**src/rtl/acc_core_pkg.sv**
```systemverilog
package acc_core_pkg;

  localparam int OP_W = 4;

  localparam logic [OP_W-1:0] OPC_HALT = 4'h0;
  localparam logic [OP_W-1:0] OPC_LDI  = 4'h1;
  localparam logic [OP_W-1:0] OPC_ADD  = 4'h2;
  localparam logic [OP_W-1:0] OPC_SUB  = 4'h3;
  localparam logic [OP_W-1:0] OPC_AND  = 4'h4;
  localparam logic [OP_W-1:0] OPC_OR   = 4'h5;
  localparam logic [OP_W-1:0] OPC_XOR  = 4'h6;
  localparam logic [OP_W-1:0] OPC_PUT  = 4'h7;
  localparam logic [OP_W-1:0] OPC_JMP  = 4'h8;
  localparam logic [OP_W-1:0] OPC_JZ   = 4'h9;

  typedef enum logic [2:0] {
    ALU_PASS,
    ALU_ADD,
    ALU_SUB,
    ALU_AND,
    ALU_OR,
    ALU_XOR
  } alu_op_e;

  typedef enum logic [1:0] {
    PC_STEP,
    PC_LOAD,
    PC_LOAD_IF_ZERO,
    PC_HOLD
  } pc_sel_e;

  typedef enum logic [2:0] {
    ST_BOOT,
    ST_FETCH,
    ST_EXEC,
    ST_WRITE,
    ST_HALT
  } state_e;

endpackage

```
**src/rtl/acc_core_rstsync.sv**
```systemverilog
module acc_core_rstsync #(
  parameter int STAGES = 2
) (
  input  logic clk,
  input  logic rst_n,
  output logic rst_sync_n
);

  logic [STAGES-1:0] sync_q;
  logic [STAGES-1:0] sync_d;

  generate
    if (STAGES == 1) begin : g_single
      assign sync_d = 1'b1;
    end else begin : g_chain
      assign sync_d = {sync_q[STAGES-2:0], 1'b1};
    end
  endgenerate

  always_ff @(posedge clk or negedge rst_n) begin
    if (!rst_n) sync_q <= '0;
    else        sync_q <= sync_d;
  end

  assign rst_sync_n = sync_q[STAGES-1];

endmodule

```
**src/rtl/acc_core_decode.sv**
```systemverilog
module acc_core_decode
  import acc_core_pkg::*;
(
  input  logic [OP_W-1:0] opcode_i,
  output logic            acc_we_o,
  output alu_op_e         alu_op_o,
  output logic            is_put_o,
  output logic            is_halt_o,
  output pc_sel_e         pc_sel_o
);

  always_comb begin
    acc_we_o  = 1'b0;
    alu_op_o  = ALU_PASS;
    is_put_o  = 1'b0;
    is_halt_o = 1'b0;
    pc_sel_o  = PC_STEP;
    case (opcode_i)
      OPC_HALT: begin
        is_halt_o = 1'b1;
        pc_sel_o  = PC_HOLD;
      end
      OPC_LDI: begin
        acc_we_o = 1'b1;
        alu_op_o = ALU_PASS;
      end
      OPC_ADD: begin
        acc_we_o = 1'b1;
        alu_op_o = ALU_ADD;
      end
      OPC_SUB: begin
        acc_we_o = 1'b1;
        alu_op_o = ALU_SUB;
      end
      OPC_AND: begin
        acc_we_o = 1'b1;
        alu_op_o = ALU_AND;
      end
      OPC_OR: begin
        acc_we_o = 1'b1;
        alu_op_o = ALU_OR;
      end
      OPC_XOR: begin
        acc_we_o = 1'b1;
        alu_op_o = ALU_XOR;
      end
      OPC_PUT: is_put_o = 1'b1;
      OPC_JMP: pc_sel_o = PC_LOAD;
      OPC_JZ:  pc_sel_o = PC_LOAD_IF_ZERO;
      default: pc_sel_o = PC_STEP;
    endcase
  end

endmodule

```
**src/rtl/acc_core_alu.sv**
```systemverilog
module acc_core_alu
  import acc_core_pkg::*;
#(
  parameter int DATA_W = 16,
  parameter int IMM_W  = 12
) (
  input  alu_op_e           op_i,
  input  logic [DATA_W-1:0] acc_i,
  input  logic [IMM_W-1:0]  imm_i,
  output logic [DATA_W-1:0] res_o,
  output logic              zero_o
);

  localparam int PAD_W = DATA_W - IMM_W;

  logic [DATA_W-1:0] imm_x;

  generate
    if (PAD_W > 0) begin : g_pad
      assign imm_x = {{PAD_W{1'b0}}, imm_i};
    end else begin : g_nopad
      assign imm_x = imm_i[DATA_W-1:0];
    end
  endgenerate

  always_comb begin
    case (op_i)
      ALU_ADD: res_o = acc_i + imm_x;
      ALU_SUB: res_o = acc_i - imm_x;
      ALU_AND: res_o = acc_i & imm_x;
      ALU_OR:  res_o = acc_i | imm_x;
      ALU_XOR: res_o = acc_i ^ imm_x;
      default: res_o = imm_x;
    endcase
  end

  assign zero_o = (acc_i == '0);

endmodule

```
**src/rtl/acc_core_seq.sv**
```systemverilog
module acc_core_seq
  import acc_core_pkg::*;
#(
  parameter int ADDR_W = 12
) (
  input  logic              clk,
  input  logic              rst_n,
  input  logic              is_put_i,
  input  logic              is_halt_i,
  input  pc_sel_e           pc_sel_i,
  input  logic              acc_zero_i,
  input  logic [ADDR_W-1:0] param_i,
  output logic              exec_o,
  output logic              mem_re_o,
  output logic              mem_we_o,
  output logic [ADDR_W-1:0] mem_addr_o,
  output logic [ADDR_W-1:0] pc_o,
  output logic              halted_o
);

  state_e            st_q, st_d;
  logic [ADDR_W-1:0] pc_q, pc_d;
  logic [ADDR_W-1:0] tgt_q, tgt_d;
  logic              pc_en, tgt_en;
  logic [ADDR_W-1:0] pc_inc;

  assign pc_inc = pc_q + 1'b1;

  always_comb begin
    st_d   = st_q;
    pc_d   = pc_q;
    tgt_d  = param_i;
    pc_en  = 1'b0;
    tgt_en = 1'b0;
    case (st_q)
      ST_BOOT:  st_d = ST_FETCH;
      ST_FETCH: st_d = ST_EXEC;
      ST_EXEC: begin
        pc_en = 1'b1;
        case (pc_sel_i)
          PC_LOAD:         pc_d = param_i;
          PC_LOAD_IF_ZERO: pc_d = acc_zero_i ? param_i : pc_inc;
          PC_HOLD:         pc_d = pc_q;
          default:         pc_d = pc_inc;
        endcase
        if (is_halt_i) begin
          st_d = ST_HALT;
        end else if (is_put_i) begin
          st_d   = ST_WRITE;
          tgt_en = 1'b1;
        end else begin
          st_d = ST_FETCH;
        end
      end
      ST_WRITE: st_d = ST_FETCH;
      default:  st_d = ST_HALT;
    endcase
  end

  always_comb begin
    mem_re_o   = 1'b0;
    mem_we_o   = 1'b0;
    mem_addr_o = pc_q;
    case (st_q)
      ST_FETCH: mem_re_o = 1'b1;
      ST_EXEC: begin
        if (is_put_i && !is_halt_i) begin
          mem_re_o   = 1'b1;
          mem_addr_o = param_i;
        end
      end
      ST_WRITE: begin
        mem_we_o   = 1'b1;
        mem_addr_o = tgt_q;
      end
      default: mem_re_o = 1'b0;
    endcase
  end

  always_ff @(posedge clk or negedge rst_n) begin
    if (!rst_n) st_q <= ST_BOOT;
    else        st_q <= st_d;
  end

  always_ff @(posedge clk or negedge rst_n) begin
    if (!rst_n)     pc_q <= '0;
    else if (pc_en) pc_q <= pc_d;
  end

  always_ff @(posedge clk or negedge rst_n) begin
    if (!rst_n)      tgt_q <= '0;
    else if (tgt_en) tgt_q <= tgt_d;
  end

  assign exec_o   = (st_q == ST_EXEC);
  assign pc_o     = pc_q;
  assign halted_o = (st_q == ST_HALT);

endmodule

```
**src/rtl/acc_core.sv**
```systemverilog
module acc_core
  import acc_core_pkg::*;
#(
  parameter int DATA_W = 16,
  parameter int ADDR_W = 12
) (
  input  logic              clk,
  input  logic              rst_n,
  output logic [ADDR_W-1:0] mem_addr,
  output logic              mem_re,
  output logic              mem_we,
  output logic [DATA_W-1:0] mem_wdata,
  input  logic [DATA_W-1:0] mem_rdata,
  output logic              halted,
  output logic [DATA_W-1:0] acc,
  output logic [ADDR_W-1:0] pc
);

  localparam int PARAM_W = DATA_W - OP_W;

  logic                  core_rst_n;
  logic [OP_W-1:0]       opcode;
  logic [PARAM_W-1:0]    param;
  logic                  dec_acc_we;
  alu_op_e               dec_alu_op;
  logic                  dec_put;
  logic                  dec_halt;
  pc_sel_e               dec_pc_sel;
  logic [DATA_W-1:0]     alu_res;
  logic                  acc_zero;
  logic                  exec;
  logic                  acc_en;
  logic [DATA_W-1:0]     acc_q, acc_d;

  assign opcode = mem_rdata[DATA_W-1 -: OP_W];
  assign param  = mem_rdata[PARAM_W-1:0];

  acc_core_rstsync #(.STAGES(2)) u_rst (
    .clk        (clk),
    .rst_n      (rst_n),
    .rst_sync_n (core_rst_n)
  );

  acc_core_decode u_dec (
    .opcode_i  (opcode),
    .acc_we_o  (dec_acc_we),
    .alu_op_o  (dec_alu_op),
    .is_put_o  (dec_put),
    .is_halt_o (dec_halt),
    .pc_sel_o  (dec_pc_sel)
  );

  acc_core_alu #(.DATA_W(DATA_W), .IMM_W(PARAM_W)) u_alu (
    .op_i   (dec_alu_op),
    .acc_i  (acc_q),
    .imm_i  (param),
    .res_o  (alu_res),
    .zero_o (acc_zero)
  );

  acc_core_seq #(.ADDR_W(ADDR_W)) u_seq (
    .clk        (clk),
    .rst_n      (core_rst_n),
    .is_put_i   (dec_put),
    .is_halt_i  (dec_halt),
    .pc_sel_i   (dec_pc_sel),
    .acc_zero_i (acc_zero),
    .param_i    (param[ADDR_W-1:0]),
    .exec_o     (exec),
    .mem_re_o   (mem_re),
    .mem_we_o   (mem_we),
    .mem_addr_o (mem_addr),
    .pc_o       (pc),
    .halted_o   (halted)
  );

  assign acc_en = exec & dec_acc_we;

  always_comb begin
    acc_d = acc_q;
    if (acc_en) acc_d = alu_res;
  end

  always_ff @(posedge clk or negedge core_rst_n) begin
    if (!core_rst_n) acc_q <= '0;
    else             acc_q <= acc_d;
  end

  // Write cycle: mem_rdata holds the target word read during execute.
  assign mem_wdata = {mem_rdata[DATA_W-1 -: OP_W], acc_q[PARAM_W-1:0]};
  assign acc       = acc_q;

endmodule

```
**config.mk**
```make
export PLATFORM = sky130hd
export DESIGN_NAME = acc_core
export DESIGN_NICKNAME = d
export VERILOG_FILES = /design/src/rtl/acc_core_pkg.sv /design/src/rtl/acc_core_rstsync.sv /design/src/rtl/acc_core_decode.sv /design/src/rtl/acc_core_alu.sv /design/src/rtl/acc_core_seq.sv /design/src/rtl/acc_core.sv
export SDC_FILE = /design/constraint.sdc
export NUM_CORES = 1
export LEC_CHECK = 0
export BUFFER_PORTS_ARGS = -buffer_cell sky130_fd_sc_hd__buf_2
export CAP_MARGIN = 20
export CORE_MARGIN = 2
export CORE_UTILIZATION = 50
export DETAILED_ROUTE_END_ITERATION = 8
export HOLD_SLACK_MARGIN = 0.08
export MAX_ROUTING_LAYER = met4
export PLACE_DENSITY = 0.73
export SYNTH_ARGS = -nofsm -noshare
export SYNTH_HDL_FRONTEND = slang
export SYNTH_SLANG_ARGS = --single-unit
```
**constraint.sdc**
```tcl
create_clock -name clk -period 2.55 [get_ports clk]
set_clock_uncertainty 0.1 [all_clocks]
set_input_delay 0.51 -clock clk [delete_from_list [all_inputs] [get_ports clk]]
set_output_delay 0.51 -clock clk [all_outputs]
set_load 0.005 [all_outputs]
```
==> impl_metrics.yaml <==
status:
  status: "finished, violations left"
  violations: "setup timing"
cts:
  clk-insertion-delay-late_ns: 0.31
  clock-root-buffer: "clkbuf_8"
  cts_tree: "done"
  clock-sinks: 45
  cts.path.max_buffers: 2
  clk_pin_slew_ns: 0.10
  numCtsBuffers: 5
  cts.htree.levels: 2
place:
  place_inst: 736
  place_ws_ns: -0.6395
  gp_congestion: 0.9632
  hpwl_mm: 9.416
  port_buffers: 76
synthesis:
  synth_xor_area_share_pct: 4.987
  async_flop_share_pct: 100.0
  syn_inst: 519
  synthMuxAreaShare_pct: 3.918
  avgSynthCellArea_um2: 8.122
  synth-seq-cells: 45
  synth_seq_area_share_pct: 26.71
  ys_types: 57
  synth_edf_count: 0
  ys_warn_count: 0
  synth_nets: 582
  synthAdderAreaFrac_pct: 13.54
  synth_compound_area_share_pct: 24.49
  synth_top_family_by_area: "compound AO/OA/AOI/OAI gates"
  synthSimpleGateAreaFrac_pct: 17.25
  synthFlopType: "dfrtp_1"
  synth_area_um2: 4215
power:
  p_leak_nw: 2.713
  ir_worst_vdd_mv: 0.4724
  power.density_nw_per_um2: 859.3
finish:
  drive_above_1_share_pct: 35.86
  instances_no_fill: 752
  area_growth_pct: 31.70
  num_antenna_cells: 0
  final_util_pct: 67.91
  layout.nets: 709
detailed_routing:
  wl_per_cell_um: 16.98
  drc: 0
  drtAntennaViolNets: 0
  drt_iter0_drc: 314
  vias_per_cell: 5.820
  drt-total-wl_mm: 12.77
  via_count: 4377
  dr.pass1.iters: 7
grt:
  grt_pass1_wl_mm: 20.36
  grt_max_degree: 44
  overflow: 0
  antenna_found_initial: 0
  grt_pass1_vias: 4165
  grt.total_usage_pct: 29.23
run:
  drv_cap: 0
worst_setup_path:
  cp-end-kind: "flop"
  r2r_slack_ns: 0.12
  cp.arrival_ns: 2.92
  crit_type: "primary input to flop"
  critical_path.max_fanout: 3
  critPathRequiredTime_ns: 2.66
  startpoint_type: "primary input"
floorplan:
  initial_utilization_pct: 51.56
  dieArea_um2: 9181
  fp.dieW_um: 95.82
  io_pins: 77
  num_rows: 33
  coreArea_um2: 8175
  die_h_um: 95.82
sta:
  worstMarginPinSlew_ns: 0.6012
  fmax_ghz: 0.3554
  slew_violations: 0
  final-hold-violation-count: 0
  setup_viol: 10
  slew_headroom_pct: 59.77
  post-route-min-period_ns: 2.814
  period_share_pct: 110.3
  worst_slack_ns: -0.2636
  rsz0062_at_grt: "yes"
hold_path:
  worstHoldPathType: "flop to async pin"
==> layer usage <==
| layer | global-route usage, % | wire (um) | vias to the layer above |
|---|---|---|---|
| met5 | - | 0 | - |
| met4 | 10.60 | 313 | 0 |
| met3 | 3.054 | 678 | 27 |
| met2 | 47.49 | 6258 | 156 |
| met1 | 37.91 | 5518 | 2108 |
| li1 | - | - | 2086 |
==> critical path: stages <==
cell and delay [ns]:
buf_8 0.10, nor3_4 0.22, nand4_1 0.23, buf_4 0.21, o21ai_2 0.14, xnor2_1 0.14
ha_1 0.27, a21o_1 0.22, a31o_4 0.27, a31oi_4 0.14, o21ai_2 0.09, xnor2_2 0.14
a21oi_1 0.14, o22ai_1 0.10
==> worst paths after layout <==
path | from | end | cells after the start
setup / recovery | mem_rdata[5] | acc[15] | 14
hold / removal | u_rst.sync_q[1] | u_seq.st_q[2] | 1
setup reg to reg | acc[0] | acc[12] | 11
hold reg to reg | u_rst.sync_q[1] | u_seq.st_q[2] | 1
max in group asynchronous | u_rst.sync_q[1] | u_seq.st_q[0] | 1
min in group clk | u_rst.sync_q[0] | u_rst.sync_q[1] | 0
==> power by group <==
group	total [mW]	switching, mW	internal (mW)	leakage, nW
Sequential	1.39	0.398	0.989	0.579
Clock	0.485	0.291	0.194	0.0374
Combinational	2.90	1.43	1.46	2.10
Total	4.77	2.12	2.65	2.71
==> synthesized netlist by cell type, types with 2 or more instances <==
master | n | area (um2)
and3_1 | 7 | 43.79
nor2_1 | 33 | 123.9
clkbuf_1 | 23 | 86.33
o211ai_1 | 2 | 15.01
buf_2 | 4 | 20.02
a22o_1 | 3 | 26.28
a21oi_1 | 27 | 135.1
a221oi_1 | 3 | 26.28
nor3_1 | 7 | 35.03
xnor2_1 | 23 | 201.4
o31a_1 | 2 | 17.52
mux2_2 | 12 | 135.1
mux2i_1 | 3 | 30.03
a31o_2 | 2 | 17.52
nand2b_1 | 6 | 37.54
o41ai_1 | 2 | 17.52
inv_1 | 35 | 131.4
a31oi_2 | 2 | 25.02
nor4_1 | 6 | 37.54
nand3_1 | 8 | 40.04
a31oi_1 | 7 | 43.79
o21a_1 | 2 | 15.01
o21ai_1 | 4 | 20.02
nor2b_1 | 7 | 43.79
nand4_1 | 3 | 18.77
buf_4 | 17 | 127.6
a221o_1 | 3 | 30.03
a222oi_1 | 5 | 50.05
o21ai_0 | 57 | 285.3
a22oi_1 | 18 | 135.1
dfrtp_1 | 45 | 1126
a21o_1 | 5 | 37.54
ha_1 | 44 | 550.5
nor3b_1 | 7 | 52.55
nand2_1 | 60 | 225.2
a211oi_1 | 4 | 30.03
==> placed cells by master (no fill, tap or decap), drive strengths merged, types with 18 or more instances in the layout <==
| cell type | instances |
|---|---|
| buf | 165 |
| nand2 | 60 |
| xnor2 | 23 |
| a21oi | 28 |
| a22oi | 18 |
| o21ai | 62 |
| ha | 44 |
| nor2 | 33 |
| dfrtp | 45 |
| inv | 35 |
==> sequential cells by signal, indices dropped and copies added (netlist names) <==
signal and flops:
acc 16, u_seq.pc_o 12, u_seq.tgt_q 12, u_seq.st_q 3, u_rst.sync_q 2
==> metrics by stage <==
stage               area (um2)  TNS, ns  hold slack, ns  total power, mW
finish                    5552   -1.551          0.2538            4.770
CTS                       5436  -0.8971          0.2814            4.660
global route              5552   -2.968          0.2859            5.151
detailed placement        5157   -7.764          0.2000            4.034
global placement          5157   -6.956          0.1947            3.927
floorplan                 4295   -3.921          0.1144            3.032
==> logic make-up after synthesis <==
family | after synthesis
AND/OR/NAND/NOR | 151
flip-flops | 45
adder cells (fa/ha/maj) | 45
multiplexers | 15
XOR/XNOR | 24
buffers and inverters | 81
AO/OA/AOI/OAI | 157
other | 1
==> layout make-up <==
class	count	area, um2
sequential	45	1129
clock buffer	6	72.57
timing repair buffer	166	1130
clock inverter	2	15.01
multi-input combinational	393	2938
inverter	35	136.4
fill	674	2624
tap	105	131.4
==> repair_timing <==
item,CTS,global route
endpoints found under the setup margin,13,33
endpoints found under the hold margin,2,0
resized for setup,35,23
hold buffers,1,0
pin swaps,31,27
buffers inserted,4,3
Note: power is estimated with default switching activity, not from simulation.
